## src/rtl/busreq_pkg.sv

```systemverilog
package busreq_pkg;

  typedef enum logic [1:0] {
    ST_IDLE = 2'd0,
    ST_REQ  = 2'd1,
    ST_OWN  = 2'd2
  } reqState_t;

  // strobes from control to datapath
  typedef struct packed {
    logic raiseReq;
    logic dropReq;
    logic takeBusy;
    logic dropBusy;
  } ctrlStrobe_t;

endpackage

```

## src/rtl/busreq_ctrl.sv

```systemverilog
module busreq_ctrl
  import busreq_pkg::*;
(
  input  logic        clk,
  input  logic        rstN,
  input  logic        cpuReq,
  input  logic        cpuLock,
  input  logic        bgIn,
  input  logic        otherReq,
  input  logic        rorMode,
  output ctrlStrobe_t strobe
);

  reqState_t state;
  reqState_t stateNext;
  logic      keepBus;
  logic      wantBus;

  // a lock always keeps the bus; local work keeps it; ROR keeps it until asked
  assign wantBus = cpuReq | cpuLock;
  assign keepBus = wantBus | (rorMode & ~otherReq);

  always_comb begin
    stateNext = state;
    strobe    = '0;
    unique case (state)
      ST_IDLE: begin
        if (wantBus) begin
          stateNext       = ST_REQ;
          strobe.raiseReq = 1'b1;
        end
      end
      ST_REQ: begin
        if (bgIn) begin
          stateNext       = ST_OWN;
          strobe.dropReq  = 1'b1;
          strobe.takeBusy = 1'b1;
        end
      end
      ST_OWN: begin
        if (!keepBus) begin
          stateNext       = ST_IDLE;
          strobe.dropBusy = 1'b1;
        end
      end
      default: begin
        stateNext       = ST_IDLE;
        strobe.dropReq  = 1'b1;
        strobe.dropBusy = 1'b1;
      end
    endcase
  end

  always_ff @(posedge clk) begin
    if (!rstN) state <= ST_IDLE;
    else       state <= stateNext;
  end

endmodule

```

## src/rtl/busreq_dp.sv

```systemverilog
module busreq_dp
  import busreq_pkg::*;
(
  input  logic        clk,
  input  logic        rstN,
  input  ctrlStrobe_t strobe,
  input  logic        cpuLock,
  output logic        brOut,
  output logic        busyOut,
  output logic        lockActive
);

  logic brReg;
  logic busyReg;

  always_ff @(posedge clk) begin
    if (!rstN) begin
      brReg   <= 1'b0;
      busyReg <= 1'b0;
    end else begin
      if (strobe.raiseReq)     brReg <= 1'b1;
      else if (strobe.dropReq) brReg <= 1'b0;
      if (strobe.takeBusy)      busyReg <= 1'b1;
      else if (strobe.dropBusy) busyReg <= 1'b0;
    end
  end

  assign brOut      = brReg;
  assign busyOut    = busyReg;
  assign lockActive = busyReg & cpuLock;

endmodule

```

## src/rtl/bus_requester.sv

```systemverilog
module bus_requester
  import busreq_pkg::*;
(
  input  logic clk,
  input  logic rstN,
  input  logic cpuReq,
  input  logic cpuLock,
  input  logic bgIn,
  input  logic otherReq,
  input  logic rorMode,
  output logic brOut,
  output logic busyOut,
  output logic lockActive
);

  ctrlStrobe_t strobe;

  busreq_ctrl u_ctrl (
    .clk      (clk),
    .rstN     (rstN),
    .cpuReq   (cpuReq),
    .cpuLock  (cpuLock),
    .bgIn     (bgIn),
    .otherReq (otherReq),
    .rorMode  (rorMode),
    .strobe   (strobe)
  );

  busreq_dp u_dp (
    .clk        (clk),
    .rstN       (rstN),
    .strobe     (strobe),
    .cpuLock    (cpuLock),
    .brOut      (brOut),
    .busyOut    (busyOut),
    .lockActive (lockActive)
  );

endmodule

```

## config.mk

```make
export PLATFORM = sky130hd
export DESIGN_NAME = bus_requester
export DESIGN_NICKNAME = d
export VERILOG_FILES = /design/src/rtl/busreq_pkg.sv /design/src/rtl/busreq_ctrl.sv /design/src/rtl/busreq_dp.sv /design/src/rtl/bus_requester.sv
export SDC_FILE = /design/constraint.sdc
export NUM_CORES = 1
export LEC_CHECK = 0
export BUFFER_PORTS_ARGS = -buffer_cell sky130_fd_sc_hd__buf_2
export CORE_AREA = 2 2 39 41
export DETAILED_ROUTE_END_ITERATION = 10
export DIE_AREA = 0 0 41 43
export HOLD_SLACK_MARGIN = 0.05
export PLACE_DENSITY_LB_ADDON = 0.25
export SLEW_MARGIN = 20
export SYNTH_ARGS = -nofsm -noshare
export SYNTH_HDL_FRONTEND = slang
export SYNTH_SLANG_ARGS = --single-unit
```

## constraint.sdc

```tcl
create_clock -name clk -period 0.8 [get_ports clk]
set_input_delay 0.04 -clock clk [delete_from_list [all_inputs] [get_ports clk]]
set_output_delay 0.04 -clock clk [all_outputs]
set_load 0.05 [all_outputs]
```

Word level (Yosys, flattened, before mapping)
Cells that the tools add are included.

word-level totals
  bits in registers = 4
  input port bits = 7
  output and inout port bits = 3

operators by class
  eq/ne operators = 5
  muxes and demuxes = 15
  bitwise gates (word level) = 5
  reductions and logical operators = 6

operators with widths
  cell                                                    number
  two-way mux 1 bit                                       8
  two-way mux 2 bit                                       4
  case mux 2 bit (3 select lines)                         1
  inequality test 2 bit (second input constant)           2
  case mux 1 bit (2 select lines)                         2
  nonzero test 2 bit                                      2
  OR reduction 2 bit                                      2
  AND reduction 3 bit                                     1
  AND 1 bit                                               2
  == test 2 x 1 -> 1 bit (second input constant)          1
  == test 2 bit (second input constant)                   1
  logical NOT 2 bit                                       1
  inequality test 2 x 1 -> 1 bit (second input constant)  1
  OR 1 bit                                                2
  NOT 1 bit                                               1

Depth between registers and ports, before layout
Gate-level depths: netlist of the first run.

  depth in word-level cells = 7
  gate-level depth with buffers = 3
  depth with buffers taken out = 3

Modules after synthesis
Synthesis of the first run repeated with hierarchy kept, for this count alone.

second synthesis, totals
  cell total of the unflattened synthesis = 21
  area total of the unflattened synthesis = 207.7 sq um

modules (own cells, without submodules)
  module       instances  cells each  area each (sq um)  sequential area each (sq um)
  busreq_ctrl  1          14          125.1              40.0
  busreq_dp    1          7           82.6               40.0

Worst setup path after synthesis of the first run
Ideal clock, no wire load.

  kind = register to output
  start = reg u_dp.busyReg, in the netlist u_dp.busyOut
  end = out lockActive
  arrival time = 1146 ps
  data required time = 760 ps
  path slack = -386 ps
  cell stages (with the launch flop) = 2
  path through = dfxtp_1 and2_1

between the ends
  cells in the longest elaborated chain, start to end = 1

ends and longest elaborated chain
  what                    RTL line             source
  start, declared         busreq_dp.sv:14      logic busyReg;
  start signal, assigned  busreq_dp.sv:19      busyReg <= 1'b0;
  start signal, assigned  busreq_dp.sv:23      if (strobe.takeBusy) busyReg <= 1'b1;
  start signal, assigned  busreq_dp.sv:24      else if (strobe.dropBusy) busyReg <= 1'b0;
  AND 1 bit               busreq_dp.sv:30      assign lockActive = busyReg & cpuLock;
  end, declared           bus_requester.sv:13  output logic lockActive

No other way between the ends.

Worst setup path in the final report of the first run
Same ends and word-level chain as after synthesis.

==> results.sh, run 1 <==
export IMPL_stdcell_count=50
export IMPL_period_minus_slack_ns=0.904
export IMPL_failed_checks="setup timing"
export IMPL_synth_area_leaders="dfxtp_1 39%, o21ai_1 7.3%, nand3b_1 7.3%"
export IMPL_start_util_pct=14.8
export IMPL_ys_seq_area_share_pct=39.0
export IMPL_crit_path_start_kind="flip-flop"
export IMPL_multi_input_area_sq_um=136
export IMPL_powerDensity_nw_per_um2=2110
export IMPL_drc_errors=0
export IMPL_finalCritPeriodShare_pct=113
export IMPL_worstPathRequired_ns=0.76
export IMPL_slew_viol_final=0
export IMPL_first_pass_iters=4
export IMPL_clk_pin_slew_ns=0.04
export IMPL_setup_slack_ns=-0.104
export IMPL_final_nets=43
export IMPL_fp_coreArea_sq_um=1380
export IMPL_final_area_sq_um=369
export IMPL_h_tree_depth=1
export IMPL_portBuffers=9
export IMPL_cts_root_buf="clkbuf_4"
export IMPL_crit_path_end_kind="output port"
export IMPL_p_sw_mw=0.245
export IMPL_grt_max_degree=7
export IMPL_die_height_microns=43
export IMPL_gr_usage_all_layers_pct=8.01
export IMPL_rows=14
export IMPL_placed_cell_area_sq_um=274
export IMPL_via_per_inst=4.18
export IMPL_die_x_microns=41
export IMPL_via_count=209
export IMPL_synthXorXnorAreaFrac_pct=0
export IMPL_tightest_slew_ns=0.212
export IMPL_setup_violations=3
export IMPL_n_antenna_cell=0
export IMPL_ctsHoldBuffers=0
export IMPL_cts_sinks=4
export IMPL_synth_fp_nets=28
export IMPL_ys_seq_elements=4
export IMPL_synth_top_family_by_area="simple AND/OR/NAND/NOR gates"
export IMPL_finClkSkew_ns=0.00324
export IMPL_cap_violations=0
export IMPL_max_freq_ghz=1.11
export IMPL_antenna_found_initial=0
export IMPL_cts_made_buffers=3
export IMPL_power_share_clock_pct=33.0
export IMPL_yosys_area_top_type="dfxtp_1"
export IMPL_ir_drop_mv=0.744
export IMPL_synth_avg_cell_area_sq_um=9.77
export IMPL_ys_warnings_count=0
export IMPL_synthAdderAreaFrac_pct=0
export IMPL_maxSlewHeadroom_pct=85.9
export IMPL_tritoncts="yes"
export IMPL_crit_type="flip-flop to output port"
export IMPL_utilization_pct=26.7
export IMPL_drt_initial_drc_count=2
export IMPL_drive_gt1_share_pct=76.5
export IMPL_rsz0062_at_grt="yes"
export IMPL_syn_area_sq_um=205
export IMPL_max_stage_delay_ns=0.35
export IMPL_slowest_stage="dfxtp_4"
export IMPL_synth_compound_area_share_pct=25.6
export IMPL_wire_per_inst_microns=11.4
export IMPL_ioPinCount=10
export IMPL_cp_cell_sequence="and2_4, buf_8"
export IMPL_place_inst=46
export IMPL_intPower_mw=0.533
export IMPL_place_ws_ns=0.0166
export IMPL_ff_latch_area_sq_um=90.1
export IMPL_gp_congestion=0.811
export IMPL_grt_overflow_total=0
export IMPL_ant_nets=0
export IMPL_grt_pass1_wl_microns=848
export IMPL_synthToLayoutAreaGrowth_pct=79.9
export IMPL_power_mw=0.778
export IMPL_postSynthCellCount=21
export IMPL_combinationalPowerShare_pct=33.8
export IMPL_dieArea_sq_um=1760
export IMPL_cts_buffer_depth=2
export IMPL_p_leak_nw=0.151
export IMPL_ys_types=15
export IMPL_worstSkewPairLatency_ns=0.24
export IMPL_finalHoldViolCount=0
export IMPL_p_seq_share_pct=33.2
export IMPL_routed_wl_microns=568
export IMPL_synth_top_area_share_pct=39.0
export IMPL_n_fill_cell=154
export IMPL_p_sw_share_pct=31.5
export IMPL_grt_pass1_vias=192
export IMPL_muxShareOfSynthArea_pct=0
export IMPL_critPathArrivalTime_ns=0.86
export IMPL_cp_max_fo=2
export IMPL_hold_path_class="input port to flip-flop"
export IMPL_status="complete, but fails checks"
export IMPL_synth_simple_area_share_pct=33.5
## layout by cell type, fill, tap and decap left out
| cell type | n |
|---|---|
| buf_8 | 1 |
| nor2_1 | 1 |
| buf_12 | 2 |
| a211oi_2 | 1 |
| a21boi_2 | 1 |
| o2bb2ai_1 | 1 |
| and2_4 | 2 |
| o21ai_1 | 2 |
| nand3b_1 | 2 |
| nor2b_4 | 1 |
| dfxtp_2 | 2 |
| clkbuf_4 | 3 |
| buf_6 | 1 |
| inv_1 | 1 |
| dfxtp_4 | 2 |
| nand2_1 | 1 |
| o21ai_2 | 2 |
| nor3_2 | 1 |
| buf_2 | 6 |
| nor3b_2 | 1 |
## cell type report
type                       count  share of cell area (%)
inverter                       1                    1.02
multi-input combinational     16                    36.9
tap                           16                    5.42
timing repair buffer          10                    26.1
sequential                     4                    24.4
clock buffer                   3                    6.10
## path summary, 6_finish.rpt
kind	from	end	slack (ns)	depth (start not counted)
max	u_dp.busyOut$_SDFFE_PN0P_	lockActive	-0.10	2
min	rstN	u_dp.brOut$_SDFFE_PN0P_	0.11	2
max reg2reg	u_ctrl.state[0]$_SDFFE_PN0P_	u_dp.busyOut$_SDFFE_PN0P_	-0.02	3
min reg2reg	u_dp.brOut$_SDFFE_PN0P_	u_dp.brOut$_SDFFE_PN0P_	0.47	2
## power groups by stage
stage	combinational (mW)	sequential, mW	clock, mW
after floorplan	0.0748	0.296	0
after global placement	0.169	0.251	0
after detailed placement	0.169	0.252	0
after CTS	0.187	0.250	0.269
after global routing	0.282	0.259	0.295
final	0.263	0.258	0.257
## cells in the mapped netlist
master	instances
dfxtp_1	4
o21ai_1	3
nand3b_1	2
a211oi_2	1
a21boi_2	1
and2_1	1
and2_4	1
inv_1	1
nand2_1	1
nor2_1	1
nor2b_4	1
nor3_1	1
nor3b_2	1
o21ai_0	1
o2bb2ai_1	1
## what timing repair did
| item | in CTS | in global routing |
|---|---|---|
| resized for setup | 6 | 13 |
| setup endpoints to repair | 4 | 7 |
| buffers inserted | 0 | 1 |
| pin swaps | 0 | 1 |
## flip-flops by register name, summed over array words and instances, names as in the netlist
| register | flops |
|---|---|
| u_dp.brOut | 1 |
| u_dp.busyOut | 1 |
| u_ctrl.state | 2 |
## stage by stage
stage,setup TNS (ns),hold slack [ns]
floorplan,-0.0880,0.190
global placement,0,0.330
detailed placement,0,0.340
CTS,-0.188,0.0962
global route,-0.288,0.0973
finish,-0.207,0.106
## critical path, delay by kind of cell (launching register included)
family,cells,cell delay (ns)
buffers and inverters,1,0.13
flip-flops,1,0.35
AND/OR/NAND/NOR,1,0.14
## cells by family (layout without fill, tap and decap cells)
logic type / count (synthesis) / after routing
and+or+nand+nor: 9 / 9
AOI/OAI and AO/OA: 7 / 7
DFF: 4 / 4
buffers and inverters: 1 / 14
## per-layer routing
metal	GRT usage [%]	part of all wire, %	vias up
met5	0	0	-
met2	8.13	48	11
met4	4.00	0	0
met1	9.24	39	95
met3	9.95	13	0
li1	-	-	103
Note: power is estimated with default switching activity, not from simulation.
==> inputs of run 2 (changes only) <==
- CTS_BUF_LIST: not set -> sky130_fd_sc_hd__clkbuf_8
==> run 2 against run 1 <==
The flow still finishes with violations (setup timing); flip-flop and latch count unchanged; worst hold slack better by 0.0093 ns; sequential power down 2%; power grew 12%; combinational power fell by 27%; register-to-register slack improved by 0.02 ns; global-route usage grew 0.30 points; die area unchanged; clock power increased by 67%.
==> results.sh, run 2 (synthesis gave the netlist of run 1 again) <==
export IMPL_antenna_found_initial=0
export IMPL_n_antenna_cell=0
export IMPL_cap_violations=0
export IMPL_cts_root_buf="clkbuf_8"
export IMPL_worstPathRequired_ns=0.76
export IMPL_hold_path_class="input port to flip-flop"
export IMPL_wire_per_inst_microns=10.7
export IMPL_drt_initial_drc_count=8
export IMPL_max_freq_ghz=1.15
export IMPL_final_common_cell="buf_2"
export IMPL_cts_sinks=4
export IMPL_tightest_slew_ns=0.251
export IMPL_portBuffers=9
export IMPL_failed_checks="setup timing"
export IMPL_grt_pass1_vias=195
export IMPL_crit_type="flip-flop to output port"
export IMPL_crit_path_start_kind="flip-flop"
export IMPL_final_nets=42
export IMPL_drc_errors=0
export IMPL_utilization_pct=24.8
export IMPL_powerDensity_nw_per_um2=2540
export IMPL_place_ws_ns=0.0166
export IMPL_slew_viol_final=0
export IMPL_crit_path_end_kind="output port"
export IMPL_largest_reg_flops=2
export IMPL_setup_violations=2
export IMPL_clk_pin_slew_ns=0.03
export IMPL_rows=14
export IMPL_ant_nets=0
export IMPL_first_pass_iters=4
export IMPL_period_minus_slack_ns=0.870
export IMPL_p_leak_nw=0.144
export IMPL_drive_gt1_share_pct=72.7
export IMPL_grt_overflow_total=0
export IMPL_gp_congestion=0.811
export IMPL_fp_coreArea_sq_um=1380
export IMPL_final_area_sq_um=343
export IMPL_via_count=194
export IMPL_h_tree_depth=1
export IMPL_cp_max_fo=4
export IMPL_routed_wl_microns=525
export IMPL_tritoncts="yes"
export IMPL_start_util_pct=14.8
export IMPL_gr_usage_all_layers_pct=8.31
export IMPL_maxSlewHeadroom_pct=83.4
export IMPL_placed_cell_area_sq_um=274
export IMPL_die_height_microns=43
export IMPL_grt_pass1_wl_microns=862
export IMPL_worstSkewPairLatency_ns=0.22
export IMPL_finalHoldViolCount=0
export IMPL_grt_max_degree=7
export IMPL_via_per_inst=3.96
export IMPL_regMostFlops="u_ctrl.state"
export IMPL_final_cell_mix="7 x buf_2, 3 x o21ai_1, 3 x clkbuf_8, 3 x dfxtp_2"
export IMPL_ir_drop_mv=0.763
export IMPL_finalCritPeriodShare_pct=109
export IMPL_die_x_microns=41
export IMPL_cts_made_buffers=3
export IMPL_ioPinCount=10
export IMPL_rsz0062_at_grt="yes"
export IMPL_synthToLayoutAreaGrowth_pct=67.1
export IMPL_finClkSkew_ns=0.00277
export IMPL_cts_buffer_depth=2
export IMPL_critPathArrivalTime_ns=0.83
export IMPL_status="complete, but fails checks"
export IMPL_setup_slack_ns=-0.0696
export IMPL_dieArea_sq_um=1760
export IMPL_n_fill_cell=158
-- run 2: final timing paths --
path / start / end / slack (ns) / cells after the start
min reg2reg: u_dp.brOut$_SDFFE_PN0P_ / u_dp.brOut$_SDFFE_PN0P_ / 0.47 / 2
max reg2reg: u_ctrl.state[0]$_SDFFE_PN0P_ / u_dp.busyOut$_SDFFE_PN0P_ / 0 / 3
max: u_dp.busyOut$_SDFFE_PN0P_ / lockActive / -0.07 / 2
min: bgIn / u_dp.brOut$_SDFFE_PN0P_ / 0.11 / 4
-- run 2: layout make-up --
type	instances	area, sq um	share of cell area [%]
flip-flops and latches	4	87.6	25.5
repair buffers	9	57.6	16.8
well taps	16	20.0	5.84
clock buffers	3	41.3	12.0
multi-input cells	16	133	38.7
inverters	1	3.75	1.09
-- run 2: repair_timing --
| item | in CTS | in global routing |
|---|---|---|
| gates resized for setup | 6 | 5 |
| buffers inserted | 0 | 0 |
| endpoints found under the setup margin | 4 | 6 |
| hold buffers | 0 | 0 |
| pin swaps | 0 | 2 |
| cloned | 0 | 0 |
-- run 2: power by group --
group          switching (mW)  internal (mW)  leakage [nW]
Combinational           0.112         0.0789        0.0882
Sequential             0.0256          0.228        0.0347
Clock                   0.107          0.321        0.0216
Total                   0.245          0.628         0.144
-- run 2: per-stage QoR --
stage | power [mW] | hold slack [ns] | cells | setup TNS [ns]
detailed placement | 0.420 | 0.340 | 46 | 0
floorplan | 0.371 | 0.190 | 21 | -0.0880
global route | 0.934 | 0.132 | 49 | -0.229
finish | 0.872 | 0.115 | 49 | -0.126
CTS | 0.878 | 0.117 | 49 | -0.140
global placement | 0.420 | 0.330 | 46 | 0
-- run 2: layer usage --
layer	share of wire [%]	vias up	wire (microns)	GRT usage, %
met3	14	3	72	9.95
met4	2.1	0	11	6.00
li1	-	99	-	-
met1	38	82	202	9.24
met5	0	-	0	0
met2	45	10	238	8.13
-- run 2: worst max-delay path: stages (launching register included) --
cell and delay [ns]:
dfxtp_2 0.33, and2_4 0.14, buf_8 0.13
